[src/rtl/srx_pkg.sv]
package srx_pkg;

   typedef enum logic [2:0] {
      ST_IDLE,
      ST_START,
      ST_DATA,
      ST_PAR,
      ST_STOP1,
      ST_STOP2,
      ST_WAITHI
   } rx_state_e;

   // field order follows the format word, msb first
   typedef struct packed {
      logic [1:0] par_sel;
      logic       par_en;
      logic       stop_ext;
      logic [1:0] len_sel;
   } rx_fmt_t;

   localparam int unsigned FMT_W = 6;
   localparam int unsigned BYTE_W = 8;
   localparam int unsigned ERR_W = 3;
   localparam int unsigned STAT_W = 5;

endpackage

[src/rtl/srx_sync.sv]
module srx_sync #(
   parameter int unsigned STAGES = 2
) (
   input  logic clk,
   input  logic rst_n,
   input  logic din,
   output logic dout
);

   if (STAGES < 1) begin : g_bad_stages
      $error("srx_sync: STAGES must be at least 1");
   end

   if (STAGES == 1) begin : g_one
      logic q;
      always_ff @(posedge clk or negedge rst_n) begin
         if (!rst_n) q <= 1'b1;
         else        q <= din;
      end
      assign dout = q;
   end else begin : g_chain
      logic [STAGES-1:0] q;
      always_ff @(posedge clk or negedge rst_n) begin
         if (!rst_n) q <= '1;
         else        q <= {q[STAGES-2:0], din};
      end
      assign dout = q[STAGES-1];
   end

endmodule

[src/rtl/srx_framer.sv]
module srx_framer
   import srx_pkg::*;
#(
   parameter int unsigned OS = 16
) (
   input  logic              clk,
   input  logic              rst_n,
   input  logic              tick,
   input  logic              rx_s,
   input  rx_fmt_t           fmt,
   output logic              done,
   output logic [BYTE_W-1:0] data,
   output logic              pe,
   output logic              fe,
   output logic              brk
);

   localparam int unsigned CNT_W = $clog2(OS);
   localparam logic [CNT_W-1:0] MID_LAST  = CNT_W'(OS / 2 - 1);
   localparam logic [CNT_W-1:0] FULL_LAST = CNT_W'(OS - 1);
   localparam logic [CNT_W-1:0] HALF_LAST = CNT_W'((OS * 3) / 4 - 1);

   if (OS < 8 || (OS % 4) != 0) begin : g_bad_os
      $error("srx_framer: OS must be a multiple of 4 and at least 8");
   end

   rx_state_e         st;
   rx_fmt_t           fmt_q;
   logic [CNT_W-1:0]  cnt;
   logic [2:0]        bit_idx;
   logic [BYTE_W-1:0] shreg;
   logic              par_bit;
   logic              all_low;
   logic              stop1_low;

   logic [2:0]        last_idx;
   logic [BYTE_W-1:0] aligned;
   logic              ones_odd;
   logic              par_bad;
   logic [CNT_W-1:0]  stop2_last;

   assign last_idx   = 3'd4 + {1'b0, fmt_q.len_sel};
   assign aligned    = shreg >> (2'd3 - fmt_q.len_sel);
   assign ones_odd   = ^shreg;
   assign stop2_last = (fmt_q.len_sel == 2'd0) ? HALF_LAST : FULL_LAST;

   always_comb begin
      par_bad = 1'b0;
      if (fmt_q.par_en) begin
         unique case (fmt_q.par_sel)
            2'd0:    par_bad = ~(ones_odd ^ par_bit);
            2'd1:    par_bad = ones_odd ^ par_bit;
            2'd2:    par_bad = ~par_bit;
            default: par_bad = par_bit;
         endcase
      end
   end

   always_ff @(posedge clk or negedge rst_n) begin
      if (!rst_n) begin
         st        <= ST_IDLE;
         fmt_q     <= '0;
         cnt       <= '0;
         bit_idx   <= '0;
         shreg     <= '0;
         par_bit   <= 1'b0;
         all_low   <= 1'b0;
         stop1_low <= 1'b0;
         done      <= 1'b0;
         data      <= '0;
         pe        <= 1'b0;
         fe        <= 1'b0;
         brk       <= 1'b0;
      end else begin
         done <= 1'b0;
         if (tick) begin
            unique case (st)
               ST_IDLE: begin
                  if (!rx_s) begin
                     st    <= ST_START;
                     cnt   <= '0;
                     fmt_q <= fmt;
                  end
               end
               ST_START: begin
                  if (cnt == MID_LAST) begin
                     if (rx_s) begin
                        st <= ST_IDLE;
                     end else begin
                        st      <= ST_DATA;
                        cnt     <= '0;
                        bit_idx <= '0;
                        shreg   <= '0;
                        par_bit <= 1'b0;
                        all_low <= 1'b1;
                     end
                  end else begin
                     cnt <= cnt + 1'b1;
                  end
               end
               ST_DATA: begin
                  if (cnt == FULL_LAST) begin
                     cnt   <= '0;
                     shreg <= {rx_s, shreg[BYTE_W-1:1]};
                     if (rx_s) all_low <= 1'b0;
                     if (bit_idx == last_idx) begin
                        st <= fmt_q.par_en ? ST_PAR : ST_STOP1;
                     end else begin
                        bit_idx <= bit_idx + 1'b1;
                     end
                  end else begin
                     cnt <= cnt + 1'b1;
                  end
               end
               ST_PAR: begin
                  if (cnt == FULL_LAST) begin
                     cnt     <= '0;
                     par_bit <= rx_s;
                     if (rx_s) all_low <= 1'b0;
                     st <= ST_STOP1;
                  end else begin
                     cnt <= cnt + 1'b1;
                  end
               end
               ST_STOP1: begin
                  if (cnt == FULL_LAST) begin
                     cnt       <= '0;
                     stop1_low <= ~rx_s;
                     if (fmt_q.stop_ext) begin
                        if (rx_s) all_low <= 1'b0;
                        st <= ST_STOP2;
                     end else begin
                        done <= 1'b1;
                        data <= aligned;
                        pe   <= par_bad;
                        fe   <= ~rx_s;
                        brk  <= all_low & ~rx_s;
                        st   <= rx_s ? ST_IDLE : ST_WAITHI;
                     end
                  end else begin
                     cnt <= cnt + 1'b1;
                  end
               end
               ST_STOP2: begin
                  if (cnt == stop2_last) begin
                     cnt  <= '0;
                     done <= 1'b1;
                     data <= aligned;
                     pe   <= par_bad;
                     fe   <= stop1_low;
                     brk  <= all_low & ~rx_s;
                     st   <= rx_s ? ST_IDLE : ST_WAITHI;
                  end else begin
                     cnt <= cnt + 1'b1;
                  end
               end
               default: begin
                  if (rx_s) st <= ST_IDLE;
               end
            endcase
         end
      end
   end


   brk_has_fe_chk: assert property (@(posedge clk) disable iff (!rst_n)
      (done && brk) |-> fe);


   waithi_hold_chk: assert property (@(posedge clk) disable iff (!rst_n)
      (st == ST_WAITHI && !rx_s) |=> (st == ST_WAITHI));


   start_needs_low_chk: assert property (@(posedge clk) disable iff (!rst_n)
      (st == ST_START && $past(st) == ST_START && tick && rx_s && cnt == MID_LAST) |=> (st == ST_IDLE));

endmodule

[src/rtl/srx_hold.sv]
module srx_hold
   import srx_pkg::*;
(
   input  logic              clk,
   input  logic              rst_n,
   input  logic              done,
   input  logic [BYTE_W-1:0] d_data,
   input  logic              d_pe,
   input  logic              d_fe,
   input  logic              d_brk,
   input  logic              rd_byte,
   input  logic              rd_status,
   output logic [BYTE_W-1:0] rx_data,
   output logic              rx_valid,
   output logic [ERR_W-1:0]  byte_err,
   output logic [STAT_W-1:0] line_status
);

   logic ovr_q, pe_q, fe_q, brk_q;
   logic ovr_now;

   assign ovr_now = done & rx_valid & ~rd_byte;

   always_ff @(posedge clk or negedge rst_n) begin
      if (!rst_n) begin
         rx_data  <= '0;
         rx_valid <= 1'b0;
         byte_err <= '0;
      end else if (done) begin
         rx_data  <= d_data;
         rx_valid <= 1'b1;
         byte_err <= {d_brk, d_fe, d_pe};
      end else if (rd_byte) begin
         rx_valid <= 1'b0;
      end
   end

   always_ff @(posedge clk or negedge rst_n) begin
      if (!rst_n) begin
         ovr_q <= 1'b0;
         pe_q  <= 1'b0;
         fe_q  <= 1'b0;
         brk_q <= 1'b0;
      end else begin
         ovr_q <= (ovr_q & ~rd_status) | ovr_now;
         pe_q  <= (pe_q  & ~rd_status) | (done & d_pe);
         fe_q  <= (fe_q  & ~rd_status) | (done & d_fe);
         brk_q <= (brk_q & ~rd_status) | (done & d_brk);
      end
   end

   assign line_status = {brk_q, fe_q, pe_q, ovr_q, rx_valid};


   overrun_flag_chk: assert property (@(posedge clk) disable iff (!rst_n)
      (done && rx_valid && !rd_byte) |=> line_status[1]);


   pop_clears_chk: assert property (@(posedge clk) disable iff (!rst_n)
      (rd_byte && !done) |=> !rx_valid);


   status_clear_chk: assert property (@(posedge clk) disable iff (!rst_n)
      (rd_status && !done) |=> (line_status[4:1] == 4'b0000));


   error_wins_chk: assert property (@(posedge clk) disable iff (!rst_n)
      (done && d_fe) |=> line_status[3]);

endmodule

[src/rtl/serial_rx_status.sv]
module serial_rx_status
   import srx_pkg::*;
#(
   parameter int unsigned OS          = 16,
   parameter int unsigned SYNC_STAGES = 2
) (
   input  logic                clk,
   input  logic                rst_n,
   input  logic                rx_line,
   input  logic                tick16,
   input  logic [FMT_W-1:0]    fmt,
   input  logic                rd_byte,
   input  logic                rd_status,
   output logic [BYTE_W-1:0]   rx_data,
   output logic                rx_valid,
   output logic [ERR_W-1:0]    byte_err,
   output logic [STAT_W-1:0]   line_status
);

   logic              rx_s;
   logic              f_done;
   logic [BYTE_W-1:0] f_data;
   logic              f_pe, f_fe, f_brk;
   rx_fmt_t           fmt_s;

   assign fmt_s = rx_fmt_t'(fmt);

   srx_sync #(.STAGES(SYNC_STAGES)) u_sync (
      .clk   (clk),
      .rst_n (rst_n),
      .din   (rx_line),
      .dout  (rx_s)
   );

   srx_framer #(.OS(OS)) u_framer (
      .clk   (clk),
      .rst_n (rst_n),
      .tick  (tick16),
      .rx_s  (rx_s),
      .fmt   (fmt_s),
      .done  (f_done),
      .data  (f_data),
      .pe    (f_pe),
      .fe    (f_fe),
      .brk   (f_brk)
   );

   srx_hold u_hold (
      .clk         (clk),
      .rst_n       (rst_n),
      .done        (f_done),
      .d_data      (f_data),
      .d_pe        (f_pe),
      .d_fe        (f_fe),
      .d_brk       (f_brk),
      .rd_byte     (rd_byte),
      .rd_status   (rd_status),
      .rx_data     (rx_data),
      .rx_valid    (rx_valid),
      .byte_err    (byte_err),
      .line_status (line_status)
   );


   ready_mirror_chk: assert property (@(posedge clk) disable iff (!rst_n)
      line_status[0] == rx_valid);

endmodule

[config.mk]
export PLATFORM = sky130hd
export DESIGN_NAME = serial_rx_status
export DESIGN_NICKNAME = d
export VERILOG_FILES = /design/src/rtl/srx_pkg.sv /design/src/rtl/srx_sync.sv /design/src/rtl/srx_framer.sv /design/src/rtl/srx_hold.sv /design/src/rtl/serial_rx_status.sv
export SDC_FILE = /design/constraint.sdc
export NUM_CORES = 1
export LEC_CHECK = 0
export CAP_MARGIN = 20
export CORE_MARGIN = 1
export CORE_UTILIZATION = 40
export DETAILED_ROUTE_END_ITERATION = 12
export DONT_BUFFER_PORTS = 1
export PLACE_DENSITY = 0.65
export RECOVER_POWER = 50
export SYNTH_ARGS = -nofsm -noshare
export SYNTH_HDL_FRONTEND = slang
export SYNTH_HIERARCHICAL = 1
export SYNTH_SLANG_ARGS = --single-unit
[constraint.sdc]
create_clock -name clk -period 5 [get_ports clk]
set_input_delay 0.5 -clock clk [delete_from_list [all_inputs] [get_ports clk]]
set_output_delay 0.5 -clock clk [all_outputs]
set_load 0.01 [all_outputs]
==> out/metrics.csv <==
stage,metric,value,unit
min_path,Hold Crit Depth,0,
worst_setup_path,worst-path cell chain,clkbuf_1,
route,initial drt markers,122,
yosys,Seq cells post-synth,57,
cts,CTS sink count,57,
place,IO buf count,0,
power,Sw Pwr,0.0004666,W
worst_setup_path,WS Path Type,in2async,
cells_and_area,Area Growth Syn to Fin,6.045,%
yosys,Synth area leaders,"dfrtp_1 (47%), o21ai_0 (5.8%), mux2_2 (5.4%)",
timing,Max Slew Vio Count,56,
global_route,initial antenna violation count,0,
yosys,"Seq/Total Area, Yosys",48.62,%
cts,clock tree buffer depth,2,
power,Clock power frac,30.5,%
worst_setup_path,Setup crit start kind,input pin,
floorplanning,core box area,6944,um^2
cts,TritonCTS Buffers,9,
worst_setup_path,crit path from,rst_n,
global_route,number of global-route vias before repair,1929,
route,Total Routed Length,5.578,mm
power,Reg power frac,46.6,%
yosys,"EDFF count, synth",0,
cts,"Clk Latency, worst-skew pair",0.33,ns
cts,CTS tree,done,
yosys,Post-Syn Area,2939,um^2
run_status,failing checks,"max-capacitance violations, max-slew violations",
run_status,status,"finished, violations left",
min_path,HP Start,rx_line,
cells_and_area,Final #Nets,287,
timing,final worst path period share,55.09,%
yosys,top cell type's share of synthesized area,46.83,%
route,Via density,5.332,
timing,Max-slew headroom,-93.70,%
cts,Worst-path clk slew,0.06,ns
floorplanning,row cnt,30,
cells_and_area,Post-Route Utilization,44.88,%
timing,Fin Hold WS,0.1624,ns
cells_and_area,ANT cells,0,
worst_setup_path,WP data required,4.80,ns
worst_setup_path,R2R cell count,5,
floorplanning,die height,87.72,um
run,max_cap viols,1,
timing,Final setup viols,0,
power,Peak VDD IR,0.1350,mV
cells_and_area,"commonest non-fill, non-tap cells in the layout","dfrtp_1 (55), nand2_1 (36), o21ai_0 (34)",
cells_and_area,Final Cell Area,3117,um^2
power,Comb power frac,22.9,%
floorplanning,die area,7695,um^2
worst_setup_path,CP Capture Type,asynchronous set/reset pin,
global_route,pin count of the biggest net entering global routing,56,
yosys,synthesized instance count,283,
place,dpl ws,2.870,ns
power,cell internal pwr,0.0009186,W
worst_setup_path,Reg2Reg Launch Point,u_framer/st[2],
global_route,GRT Util Overall,16.08,%
min_path,Hold/Removal Path Class,in2reg,
cts,"Setup Fix Bufs, Post-CTS",0,
floorplanning,Die X-Extent,87.72,um
cts,CTS resizes,0,
worst_setup_path,CP max stage delay,2.01,ns
worst_setup_path,Arrival @ worst endpoint,2.55,ns
worst_setup_path,CP max-delay cell,clkbuf_1,
worst_setup_path,cell family with most CP delay,buffers and inverters,
yosys,Post-Syn Nets,297,
timing,TNS Setup,0,ns
yosys,share of flip-flops with an asynchronous set or reset,100.0,%
timing,Setup Skew,0.008059,ns
route,post-route antenna net violation count,0,
place,HPWL after DPL,3.881,mm
global_route,Overflow after GRT,0,
timing,post-layout min period,2.755,ns
route,vias,1994,
timing,Max Freq,0.3630,GHz
worst_setup_path,critical path depth in cells,1,
cells_and_area,share of layout cells above drive strength 1,15.83,%
timing,final critical-path setup slack,2.245,ns
yosys,syn_area_per_cell,10.39,um^2
place,placed cell area,2907,um^2
timing,unrepaired setup endpoints after global routing,false,
floorplanning,Starting Density,42.32,%
yosys,"Distinct cells, synth",54,
route,DRC errors left,0,
cts,Clk Tree Root Cell,clkbuf_8,
cells_and_area,"commonest non-fill, non-tap cell in the layout",dfrtp_1,
power,fraction of power spent switching nets,33.68,%
route,drt pass-1 iters,5,
worst_setup_path,crit-path max FO,55,
floorplanning,Ports,29,
place,gpl congestion,0.9085,
yosys,most used flip-flop cell after synthesis,dfrtp_1,
route,detailed-route wire length per cell,14.91,um
global_route,first-pass GRT wire length,9.321,mm
worst_setup_path,buffer and inverter count on the worst path,1,
yosys,leading area contributor after synthesis,dfrtp_1,
yosys,Synthesis Warnings,6,
timing,final hold violation count,0,
power,Leakage Power,1.361,nW
timing,Slew @ Worst Pin,2.906,ns
cts,htree depth,3,
power,Power per Cell Area,444.4,nW/um^2
area by class of cell:
type / instances / area (um^2)
Clock buffer: 11 / 141.4
Clock inverter: 5 / 55.05
Fill cell: 670 / 3827
Inverter: 15 / 56.30
Multi-Input combinational cell: 188 / 1301
Sequential cell: 57 / 1429
Tap cell: 96 / 120.1
Timing Repair Buffer: 2 / 13.76
Yosys cell counts, types with 2 or more instances:
| cell type | instances |
|---|---|
| nand3_1 | 11 |
| dfrtp_1 | 55 |
| o221ai_1 | 2 |
| nor2b_1 | 2 |
| nand2_1 | 36 |
| mux2i_1 | 7 |
| o311ai_0 | 2 |
| mux2_4 | 6 |
| a21o_1 | 2 |
| nor2_1 | 9 |
| ha_1 | 2 |
| a21oi_1 | 8 |
| a22o_1 | 9 |
| xor2_1 | 3 |
| clkbuf_1 | 7 |
| a211oi_1 | 2 |
| a32o_1 | 4 |
| a211o_1 | 2 |
| inv_1 | 14 |
| dfstp_2 | 2 |
| o21ai_0 | 34 |
| mux2_2 | 14 |
| xnor2_1 | 9 |
| buf_2 | 4 |
| buf_6 | 4 |
| buf_4 | 5 |
power by group through the flow:
stage / logic [W] / registers (W) / clock network, W
2_1_floorplan: 0.000355 / 0.000558 / 0
3_3_place_gp: 0.000302 / 0.000648 / 0
3_5_place_dp: 0.000308 / 0.000653 / 0
4_1_cts: 0.000321 / 0.000645 / 0.000434
5_1_grt: 0.000356 / 0.000661 / 0.000455
6_report: 0.000317 / 0.000646 / 0.000422
state kept, by name, indices dropped and copies added, names as in the netlist:
signal,cells
u_hold/ovr_q,1
u_framer/fe,1
u_hold/rx_data,8
u_framer/brk,1
u_framer/par_bit,1
u_framer/pe,1
u_hold/brk_q,1
u_framer/all_low,1
u_framer/stop1_low,1
u_framer/cnt,4
u_framer/fmt_q,6
u_framer/done,1
u_framer/bit_idx,3
u_hold/pe_q,1
u_hold/rx_valid,1
u_framer/data,8
u_framer/st,3
u_hold/fe_q,1
u_hold/byte_err,3
u_framer/shreg,8
u_sync/g_chain.q,2
stage by stage:
stage / total power (W) / instances
floorplan: 0.0009127 / 283
global placement: 0.0009497 / 356
detailed placement: 0.0009609 / 356
CTS: 0.001400 / 374
global route: 0.001472 / 374
finish: 0.001385 / 374
layer usage:
| layer | wire [um] | global-route usage (%) | up-vias | share of wire, % |
|---|---|---|---|---|
| met5 | 0 | 0 | - | 0 |
| met4 | 119 | 9.091 | 0 | 2.1 |
| met3 | 264 | 3.864 | 10 | 4.7 |
| met2 | 2544 | 24.38 | 59 | 46 |
| met1 | 2650 | 21.01 | 943 | 48 |
| li1 | - | - | 982 | - |
worst paths after layout:
path | end | slack (ns)
worst max-delay path | u_framer/shreg[5] | 2.25
worst min-delay path | u_sync/g_chain.q[0] | 0.16
worst max register to register | u_framer/pe | 2.86
worst min register to register | u_sync/g_chain.q[1] | 0.36
max in group clk | u_framer/pe | 2.86
min in group asynchronous | u_sync/g_chain.q[1] | 0.64
repair_timing:
action | CTS | global route
endpoints found under the setup margin | 0 | 0
hold buffers | 2 | 0
endpoints found under the hold margin | 55 | 0
cells by family after synthesis:
kind of cell    after synthesis  synth area share (%)
compound gates               76                 17.41
simple gates                 71                 11.62
flops                        57                 48.62
buf+inv                      38                 7.109
mux                          27                 10.81
xor+xnor                     12                 3.576
fa+ha+maj                     2                0.8513
(Power assumes the default switching activity.)
